### src/rtl/rand_stream_chain.sv
module rand_stream_chain #(
  parameter int CLIENTS = 4,
  parameter int STREAMS = 3,
  parameter logic [14:0] R_FALLBACK = 15'h6B5D,
  parameter logic [16:0] S_FALLBACK = 17'h12F3B
) (
  input  logic                         clk,
  input  logic                         rst,
  input  logic                         en,
  input  logic [14:0]                  seed_r,
  input  logic [16:0]                  seed_s,
  output logic [CLIENTS*STREAMS-1:0]   bits
);
  localparam int NSTR = CLIENTS * STREAMS;

  logic [14:0] r_q;
  logic [16:0] s_q;
  logic        r_bit;
  logic [CLIENTS:0] hop;

  assign r_bit  = r_q[0];
  assign hop[0] = s_q[0];

  always_ff @(posedge clk) begin
    if (rst) begin
      r_q <= (seed_r == '0) ? R_FALLBACK : seed_r;
      s_q <= (seed_s == '0) ? S_FALLBACK : seed_s;
    end else if (en) begin
      r_q <= {r_q[0] ^ r_q[1], r_q[14:1]};
      s_q <= {s_q[0] ^ s_q[3], s_q[16:1]};
    end
  end

  for (genvar c = 0; c < CLIENTS; c++) begin : g_client
    logic [STREAMS-1:0] dly;
    always_ff @(posedge clk) begin
      if (rst)     dly <= '0;
      else if (en) dly <= {dly[STREAMS-2:0], hop[c]};
    end
    assign hop[c+1] = dly[STREAMS-1];
    for (genvar j = 0; j < STREAMS; j++) begin : g_out
      assign bits[c*STREAMS + j] = r_bit ^ dly[j];
    end
  end
endmodule


### config.mk
export PLATFORM = sky130hd
export DESIGN_NAME = rand_stream_chain
export DESIGN_NICKNAME = d
export VERILOG_FILES = /design/src/rtl/rand_stream_chain.sv
export SDC_FILE = /design/constraint.sdc
export NUM_CORES = 1
export LEC_CHECK = 0
export BUFFER_PORTS_ARGS = -buffer_cell sky130_fd_sc_hd__buf_2
export CORE_UTILIZATION = 45
export DETAILED_ROUTE_END_ITERATION = 7
export GPL_ROUTABILITY_DRIVEN = 0
export HOLD_SLACK_MARGIN = 0.08
export PLACE_DENSITY = 0.71
export SLEW_MARGIN = 20
export SYNTH_ARGS = -nofsm -noshare
export SYNTH_HDL_FRONTEND = slang
export SYNTH_SLANG_ARGS = --single-unit
### constraint.sdc
create_clock -name clk -period 1.72 [get_ports clk]
set_clock_uncertainty 0.2 [all_clocks]
set_input_delay 0.172 -clock clk [delete_from_list [all_inputs] [get_ports clk]]
set_output_delay 0.172 -clock clk [all_outputs]
set_load 0.005 [all_outputs]
==> results_dict.tcl <==
set metrics [dict create \
    fin_area_um2 2750 \
    r2r-end "r_q[14]" \
    whs_endpoint "r_q[11]" \
    final_cell_mix "buf_2 (46), edfxtp_1 (32), dlygate4sd3_1 (31), mux2i_1 (22)" \
    pin_count 47 \
    timing.rr.start "r_q[1]" \
    r2r_cells 2 \
    hold_class "in2reg" \
    via_per_inst 5.38 \
    synth.area.top_cells "edfxtp_1 (48%), dfxtp_1 (12%), mux2i_1 (11%)" \
    synthArstFlopShare_pct 0 \
    firstDrtPassIters 4 \
    dp.cells 243 \
    critPathSlowestCell "dlygate4sd3_1" \
    cp_top_family "buffers and inverters" \
    max_stage_delay_ps 540 \
    hold_viol 0 \
    synthToLayoutAreaGrowth_pct 35.8 \
    worst-r2r-setup-slack_ps 550 \
    overflow 0 \
    fin_util_pct 63.5 \
    dp_hpwl_um 2770 \
    first_iter_violations 72 \
    seq_power_share_pct 56.6 \
    crit_required_ps 1650 \
    ys_ff_latch 44 \
    min_period_over_period_pct 97.9 \
    antenna_found_initial 0 \
    grt_pass1_vias 1545 \
    critPathLaunchType "input port" \
    ir_drop_uv 652 \
    slew_violations 0 \
    synth_nets 185 \
    clk_pin_slew_worst_paths_ps 80 \
    placed_cell_area_um2 2310 \
    gr-usage-all-layers_pct 19.8 \
    portBuffers 46 \
    synthFlopType "edfxtp_1" \
    core_area_um2 4320 \
    yosysWarnings 0 \
    status "finished, final reports clean" \
    worstSetupEndpointType "register" \
    numClockSinks 44 \
    die_area_um2 4770 \
    drive_above_1_share_pct 37.4 \
    multi_input_area_um2 787 \
    nets 264 \
    synth_cell_type_count 24 \
    whs_path_depth 2 \
    p_sw_mw 0.527 \
    ant_nets 0 \
    grt_start_max_net_pins 33 \
    synth_cells 150 \
    h-tree-depth 2 \
    layout_min_cycle_time_ps 1680 \
    power_density_nw_per_um2 819 \
    n_antenna_cell 0 \
    setup_violations 0 \
    crit_buf_inv 3 \
    whs_ps 98.8 \
    grt_pass1_wl_um 7400 \
    hold_start "rst" \
    layout_commonest_cell "buf_2" \
    detailroute.via_count 1517 \
    synth_top_cell_area_share_pct 47.5 \
    crit_arrival_ps 1620 \
    cp_max_fo 11 \
    fin_cells 282 \
    crit_type "in2reg" \
    wl_per_cell_um 16.5 \
    avgSynthCellArea_um2 13.5 \
    fillers 322 \
    yosysTopAreaCell "edfxtp_1" \
    routed_wl_um 4660 \
    numCtsBuffers 5 \
    crit_chain "dlygate4sd3_1, buf_2, nor4_4, nand4_1, buf_4, o21ai_1" \
    regArea_um2 1200 \
    cts_tree "built" \
    cts_buffer_depth 2 \
    placementRows 24 \
    drc 0 \
    die_h_um 69.0 \
    fmax_mhz 594 \
    insertion_delay_ps 290 \
    p_leak_nw 1.14 \
    die_w_um 69.0 \
    power.share.clock_pct 27.3 \
    initial_utilization_pct 46.8 \
    synth_area_um2 2020 \
    root_buffer "clkbuf_8" \
    drv_cap 0 \
    worst_pin_slew_ps 385 \
    max_slew_margin_pct 74.4 \
    p_int_mw 1.72 \
    ys_seq_area_share_pct 59.4 \
    power.share.combinational_pct 16.1 \
    switching_share_pct 23.4 \
    synth-edff-count 32 \
]
-- worst reg2reg max path: cells and delay by family, from the launching register on --
family | cells | cell delay, ps
flops | 1 | 410
compound gates | 1 | 90
xor+xnor | 1 | 220
-- cells in the mapped netlist, types with 2 or more instances --
library cell   n
buf_2          6
o21ai_0        5
dfxtp_1       12
o22a_2         9
nor4_1         7
mux2i_1       22
nor2_1        12
xnor2_1        2
edfxtp_1      32
xor2_1        12
mux2_2        11
buf_4          2
clkbuf_1       3
o21ai_1        5
-- cells by family after synthesis --
group | after synthesis | synth area share (%)
muxes | 33 | 17.0
AOI/OAI and AO/OA | 22 | 8.23
buffers and inverters | 14 | 3.71
DFF | 44 | 59.4
xor gates and xnor gates | 14 | 6.06
and+or+nand+nor | 23 | 5.57
-- worst max-delay path by stage --
stage	to	cells after the start	start
after floorplan	r_q[0]	3	rst
after global placement	r_q[2]	4	seed_r[4]
after detailed placement	r_q[6]	4	seed_r[11]
after CTS	s_q[1]	6	seed_s[0]
after global routing	s_q[13]	6	seed_s[0]
final	s_q[13]	6	seed_s[5]
-- what timing repair did --
action / 4_1_cts / 5_1_grt
hold buffers: 31 / 0
gates resized for setup: 0 / 9
setup buffers: 0 / 0
hold endpoints to repair: 31 / 0
setup endpoints to repair: 0 / 21
-- layer usage --
layer  up-vias  routed length, um  track usage (%)
met3        14                207             6.58
met5         -                  0                0
met2        50               2420             31.9
met4         0                149             8.16
li1        714                  -                -
met1       739               1880             24.4
-- area by class of cell --
class	instances	area share (%)
Sequential cell	44	43.7
Multi-Input combinational cell	92	28.7
Timing Repair Buffer	84	22.1
Clock buffer	7	2.78
Tap cell	52	2.37
Inverter	2	0.273
Clock inverter	1	0.137
-- state kept, by name, indices dropped and copies added (netlist names) --
| name | count |
|---|---|
| g_client.dly | 12 |
| r_q | 15 |
| s_q | 17 |
-- through the flow --
step	power [mW]	setup TNS [ps]	worst slack, ps
after floorplan	1.46	0	53.3
after global placement	1.57	0	223
after detailed placement	1.59	0	151
after CTS	2.24	0	9.07
after global routing	2.35	-36.3	-26.9
final	2.25	0	35.3
-- power groups by stage --
stage	registers [mW]	clock network [mW]	logic, mW
after floorplan	1.28	0	0.182
after global placement	1.29	0	0.281
after detailed placement	1.29	0	0.291
after CTS	1.27	0.627	0.346
after global routing	1.28	0.676	0.392
final	1.27	0.615	0.362
(Power assumes the default switching activity.)
